$ cat config.mk
export PLATFORM = sky130hd
export DESIGN_NAME = smi_status_reg
export DESIGN_NICKNAME = d
export VERILOG_FILES = /design/src/rtl/smi_pkg.sv /design/src/rtl/smi_sticky_bit.sv /design/src/rtl/smi_top_fsm.sv /design/src/rtl/smi_pd_mux.sv /design/src/rtl/smi_status_reg.sv
export SDC_FILE = /design/constraint.sdc
export NUM_CORES = 1
export LEC_CHECK = 0
export CAP_MARGIN = 25
export CORE_UTILIZATION = 50
export DETAILED_ROUTE_END_ITERATION = 8
export DONT_BUFFER_PORTS = 1
export PLACE_DENSITY = 0.75
export SKIP_LAST_GASP = 1
export SLEW_MARGIN = 20
export SYNTH_ARGS = -nofsm -noshare
export SYNTH_HDL_FRONTEND = slang
export SYNTH_HIERARCHICAL = 1
export SYNTH_SLANG_ARGS = --single-unit
$ cat constraint.sdc
create_clock -name clk -period 1.5 [get_ports clk]
set_input_delay 0.45 -clock clk [delete_from_list [all_inputs] [get_ports clk]]
set_output_delay 0.45 -clock clk [all_outputs]
set_load 0.05 [all_outputs]
$ cat src/rtl/smi_pkg.sv
package smi_pkg;
    localparam int REG_W       = 32;
    localparam int BE_W        = REG_W / 8;
    localparam int BIT_OVR_EN  = 11;
    localparam int BIT_OVR_VAL = 10;
    localparam int BIT_IRQ_EN  = 9;
    localparam int BIT_ERR_EN  = 8;
    localparam int BIT_PIN     = 7;
    localparam int BIT_IRQ_ST  = 6;
    localparam int BIT_ERR_ST  = 5;
    localparam int BIT_MULTI   = 4;
    localparam int N_STICKY    = 3;
    localparam int IDX_MULTI   = 0;
    localparam int IDX_ERR     = 1;
    localparam int IDX_IRQ     = 2;

    typedef enum logic {
        TOP_IDLE    = 1'b0,
        TOP_PENDING = 1'b1
    } top_state_e;
endpackage

$ cat src/rtl/smi_sticky_bit.sv
module smi_sticky_bit (
    input  logic clk,
    input  logic rst_n,
    input  logic set_i,
    input  logic clr_i,
    output logic q_o
);
    logic q_q;

    always_ff @(posedge clk) begin
        if (!rst_n)     q_q <= 1'b0;
        else if (set_i) q_q <= 1'b1;
        else if (clr_i) q_q <= 1'b0;
    end

    assign q_o = q_q;


    set_wins_chk: assert property (@(posedge clk) disable iff (!rst_n)
        set_i |=> q_o);


    w1c_clears_chk: assert property (@(posedge clk) disable iff (!rst_n)
        (clr_i && !set_i) |=> !q_o);
endmodule

$ cat src/rtl/smi_top_fsm.sv
module smi_top_fsm
    import smi_pkg::*;
(
    input  logic clk,
    input  logic rst_n,
    input  logic set_i,
    input  logic clr_req_i,
    input  logic others_clear_i,
    output logic pending_o
);
    top_state_e state_q, state_d;

    always_ff @(posedge clk) begin
        if (!rst_n) state_q <= TOP_IDLE;
        else        state_q <= state_d;
    end

    always_comb begin
        state_d = state_q;
        unique case (state_q)
            TOP_IDLE:    if (set_i) state_d = TOP_PENDING;
            TOP_PENDING: if (!set_i && clr_req_i && others_clear_i) state_d = TOP_IDLE;
            default:     state_d = TOP_IDLE;
        endcase
    end

    always_comb begin
        pending_o = (state_q == TOP_PENDING);
    end


    set_enters_pending_chk: assert property (@(posedge clk) disable iff (!rst_n)
        set_i |=> pending_o);
endmodule

$ cat src/rtl/smi_pd_mux.sv
module smi_pd_mux (
    input  logic ovr_en_i,
    input  logic ovr_val_i,
    input  logic acpi_pd_n_i,
    output logic pd_n_o
);
    always_comb begin
        pd_n_o = ovr_en_i ? ovr_val_i : acpi_pd_n_i;
    end
endmodule

$ cat src/rtl/smi_status_reg.sv
module smi_status_reg
    import smi_pkg::*;
(
    input  logic             clk,
    input  logic             rst_n,
    input  logic             wr_en,
    input  logic [BE_W-1:0]  wr_be,
    input  logic [REG_W-1:0] wr_data,
    output logic [REG_W-1:0] rd_data,
    input  logic             serirq_evt_i,
    input  logic             buserr_evt_i,
    input  logic             acpi_pd_n_i,
    output logic             pd_n_o,
    output logic             top_smi_stat_o,
    output logic             smi_o
);
    logic ovr_en_q, ovr_val_q, irq_en_q, err_en_q;
    logic ctl_wr, st_wr;
    logic [N_STICKY-1:0] set_vec, clr_vec, q_vec;
    logic irq_next, err_next, others_clear, clr_req, set_any, pending;

    assign ctl_wr = wr_en && wr_be[BIT_ERR_EN/8];
    assign st_wr  = wr_en && wr_be[BIT_IRQ_ST/8];

    always_ff @(posedge clk) begin
        if (!rst_n) begin
            ovr_en_q  <= 1'b0;
            ovr_val_q <= 1'b0;
            irq_en_q  <= 1'b0;
            err_en_q  <= 1'b0;
        end else if (ctl_wr) begin
            ovr_en_q  <= wr_data[BIT_OVR_EN];
            ovr_val_q <= wr_data[BIT_OVR_VAL];
            irq_en_q  <= wr_data[BIT_IRQ_EN];
            err_en_q  <= wr_data[BIT_ERR_EN];
        end
    end

    always_comb begin
        set_vec[IDX_IRQ]   = serirq_evt_i && irq_en_q;
        set_vec[IDX_ERR]   = buserr_evt_i && err_en_q;
        set_vec[IDX_MULTI] = buserr_evt_i && q_vec[IDX_ERR];
        clr_vec[IDX_IRQ]   = st_wr && wr_data[BIT_IRQ_ST];
        clr_vec[IDX_ERR]   = st_wr && wr_data[BIT_ERR_ST];
        clr_vec[IDX_MULTI] = st_wr && wr_data[BIT_MULTI];
    end

    for (genvar i = 0; i < N_STICKY; i++) begin : g_sticky
        smi_sticky_bit u_bit (
            .clk   (clk),
            .rst_n (rst_n),
            .set_i (set_vec[i]),
            .clr_i (clr_vec[i]),
            .q_o   (q_vec[i])
        );
    end

    always_comb begin
        irq_next     = set_vec[IDX_IRQ] || (q_vec[IDX_IRQ] && !clr_vec[IDX_IRQ]);
        err_next     = set_vec[IDX_ERR] || (q_vec[IDX_ERR] && !clr_vec[IDX_ERR]);
        others_clear = !irq_next && !err_next;
        clr_req      = clr_vec[IDX_IRQ] || clr_vec[IDX_ERR];
        set_any      = set_vec[IDX_IRQ] || set_vec[IDX_ERR];
    end

    smi_top_fsm u_fsm (
        .clk            (clk),
        .rst_n          (rst_n),
        .set_i          (set_any),
        .clr_req_i      (clr_req),
        .others_clear_i (others_clear),
        .pending_o      (pending)
    );

    smi_pd_mux u_pd (
        .ovr_en_i    (ovr_en_q),
        .ovr_val_i   (ovr_val_q),
        .acpi_pd_n_i (acpi_pd_n_i),
        .pd_n_o      (pd_n_o)
    );

    always_comb begin
        rd_data              = '0;
        rd_data[BIT_OVR_EN]  = ovr_en_q;
        rd_data[BIT_OVR_VAL] = ovr_val_q;
        rd_data[BIT_IRQ_EN]  = irq_en_q;
        rd_data[BIT_ERR_EN]  = err_en_q;
        rd_data[BIT_PIN]     = pd_n_o;
        rd_data[BIT_IRQ_ST]  = q_vec[IDX_IRQ];
        rd_data[BIT_ERR_ST]  = q_vec[IDX_ERR];
        rd_data[BIT_MULTI]   = q_vec[IDX_MULTI];
    end

    assign top_smi_stat_o = pending;
    assign smi_o          = pending;


    err_rise_top_chk: assert property (@(posedge clk) disable iff (!rst_n)
        $rose(q_vec[IDX_ERR]) |-> top_smi_stat_o);


    top_fall_clean_chk: assert property (@(posedge clk) disable iff (!rst_n)
        $fell(top_smi_stat_o) |-> (!q_vec[IDX_IRQ] && !q_vec[IDX_ERR]));


    multi_err_chk: assert property (@(posedge clk) disable iff (!rst_n)
        (buserr_evt_i && q_vec[IDX_ERR]) |=> q_vec[IDX_MULTI]);
endmodule

==> metrics <==
via count of the first global-routing pass 350; total number of clock tree sinks 8; multi-input combinational cell area 349.1 um2; Post-CTS Setup Inserts 0; Core Area 0.001171 mm2; IR Drop Worst-Case VDD 437.0 uV; most common library cell in the layout ignoring fill and taps conb_1; largest fanout of any net on the critical path 2; Max clock buf depth 2; sequential cell area fraction in the yosys report 0.2388; Overall Power 621.5 uW; worst min path class in -> reg; post-synthesis instance area 670.6 um2; Top delay family on crit path multiplexers; setup slack on the worst flop-to-flop path 480 ps; Vias/cell 4.652; number of antenna violations at the first check in global routing 0; fraction of layout cells with a size suffix above 1 0.2533; count of synthesis-stage warnings from yosys 6; global-route wire length before repair 1331 um; largest stage delay on the critical path 430 ps; Worst Hold Launch rst_n; latest clock arrival within the worst-skew pair 250 ps; filler instances between 100 and 150; height of the die a little under 40 um; count of buffers from port buffering 0; largest net degree at the start of global routing 13; total grt overflow 0; Worst EP arrival 1020 ps; Routed WL per cell 10.92 um; maximum frequency from static timing analysis a little under 700 MHz; worst flop-to-flop path endpoint g_sticky[0].u_bit/q_o$_SDFFE_PN0P_; final cell utilization of the core 0.5246; distinct cell type count of the synthesized netlist 20; worst slew margin relative to its limit 0.6652; power density over cell area 1012 mW/mm2; final antenna-violating net count 0; Hold Vio Cnt, Final 0; clock-pin slew on the worst setup and hold paths 60 ps; worst hold endpoint ovr_en_q$_SDFFE_PN0P_; initial cell density of the core 0.5726; width of the die 38.63 um; DRC viols 0; synthesized flop and latch total 8; average footprint of a synthesized cell between 9 and 10 um2; top-level I/O count 77; number of max-cap violations 0; via count 414; number of cells on the worst hold path 1; worst-path cell with the longest stage delay mux2_4; Clock Skew 6.730 ps; worst-margin pin slew between 500 and 600 ps; endpoints failing setup 0; Syn-to-layout area delta -8.396%; Buf/Inv on CP 0; gpl congestion 0.5816; max-slew violations 0; violation count after the first detailed-route iteration 5; clock root buffer master clkbuf_4; fin crit period around 1500 ps; ordered list of cells on the worst path mux2_4; commonest non-fill, non-tap cells in the layout conb_1 (24), o21a_1 (7), dfxtp_1 (7), buf_4 (7); startpoint of the most critical register-to-register path g_sticky[0].u_bit/q_o$_SDFFE_PN0P_; drt pass-1 iters 2; clock tree from TritonCTS built; H-tree levels 1; Critical Path End Type primary output; ratio of final minimum period to clock period 0.9808; total CTS buffers 3; # nets final 119; RSZ-0062 raised after global routing true; critical path startpoint category flip-flop; Register Area 161.4 um2; data required time at the worst endpoint roughly 1100 ps; critical path start-end classification reg -> out; total leakage power 0.0003188 uW; global router's overall resource usage 0.1403; FP Rows 12; hold-fix buffers at CTS 0; routed wire length 972 um; run status completed; count of cells along the worst register-to-register path 2; DIE AREA 0.001492 mm2; Antenna Cells 0; gate count of the mapped netlist 73
==> logic make-up after synthesis <==
kind of cell / share of synthesized area
and+or+nand+nor: 0.1735
AOI/OAI and AO/OA: 0.1903
DFF: 0.2388
other: 0.005592
muxes: 0.02238
buffers and inverters: 0.3694
==> metrics by stage <==
stage | worst slack [ps] | hold slack [ps] | area, um2 | instances | setup TNS [ps]
floorplan | 38.49 | 567.5 | 757.0 | 96 | 0
global placement | 202.8 | 492.7 | 590.6 | 86 | 0
detailed placement | 201.8 | 499.9 | 590.6 | 86 | 0
CTS | 20.10 | 303.4 | 614.3 | 89 | 0
global route | -5.354 | 290.0 | 614.3 | 89 | -10.67
finish | 28.73 | 311.5 | 614.3 | 89 | 0
==> area by class of cell <==
| cell class | instances | share of cell area |
|---|---|---|
| clock buffer | 3 | 0.03666 |
| inverter | 3 | 0.01833 |
| multi-input combinational | 54 | 0.5682 |
| sequential | 8 | 0.2627 |
| tap | 14 | 0.02851 |
| timing repair buffer | 7 | 0.08554 |
==> sequential cells by signal, indices dropped and copies added, names as in the netlist <==
name,count
err_en_q,1
irq_en_q,1
ovr_val_q,1
g_sticky.u_bit/q_o,3
u_fsm/pending_o,1
ovr_en_q,1
==> repair_timing <==
item	4_1_cts	5_1_grt
gates cloned	0	0
endpoints found under the setup margin	2	2
resized for setup	1	0
==> synthesized netlist by cell type <==
cell type  number  area [um2]
dfxtp_1         8       160.2
inv_1           3       11.26
nand3_4         1       17.52
o21a_1          7       52.55
and3_2          2       15.01
o211a_1         1       10.01
nand3_1         1       5.000
a21boi_1        2       15.01
a221oi_2        1       15.01
mux2_4          1       15.01
and3_1          3       18.77
o21ai_1         1       5.000
a21boi_0        2       15.01
conb_1          1       3.750
buf_6           1       11.26
a31oi_1         1       6.260
a22o_1          1       8.760
buf_4          30       225.2
nor2b_4         3       41.29
and2_1          3       18.77
==> how the worst max path moves through the flow <==
stage	startpoint	end	slack (ps)	depth (start not counted)
after CTS	ovr_en_q$_SDFFE_PN0P_	pd_n_o	20	1
final	ovr_en_q$_SDFFE_PN0P_	pd_n_o	30	1
after global placement	acpi_pd_n_i	rd_data[7]	200	1
after floorplan	acpi_pd_n_i	rd_data[7]	40	2
after global routing	ovr_en_q$_SDFFE_PN0P_	rd_data[7]	-5	1
after detailed placement	acpi_pd_n_i	pd_n_o	200	1
==> power breakdown <==
group	switching (uW)	internal, uW
registers	6.27	222
logic	197	34.1
clock network	71.4	91.5
==> per-layer routing <==
metal | GRT usage | up-vias | wire length, um
met2 | 0.2208 | 29 | 504
met3 | 0.05780 | 0 | 117
li1 | - | 196 | -
met5 | 0 | - | 0
met4 | 0.1034 | 0 | 0
met1 | 0.1474 | 189 | 350
(Power assumes the default switching activity.)
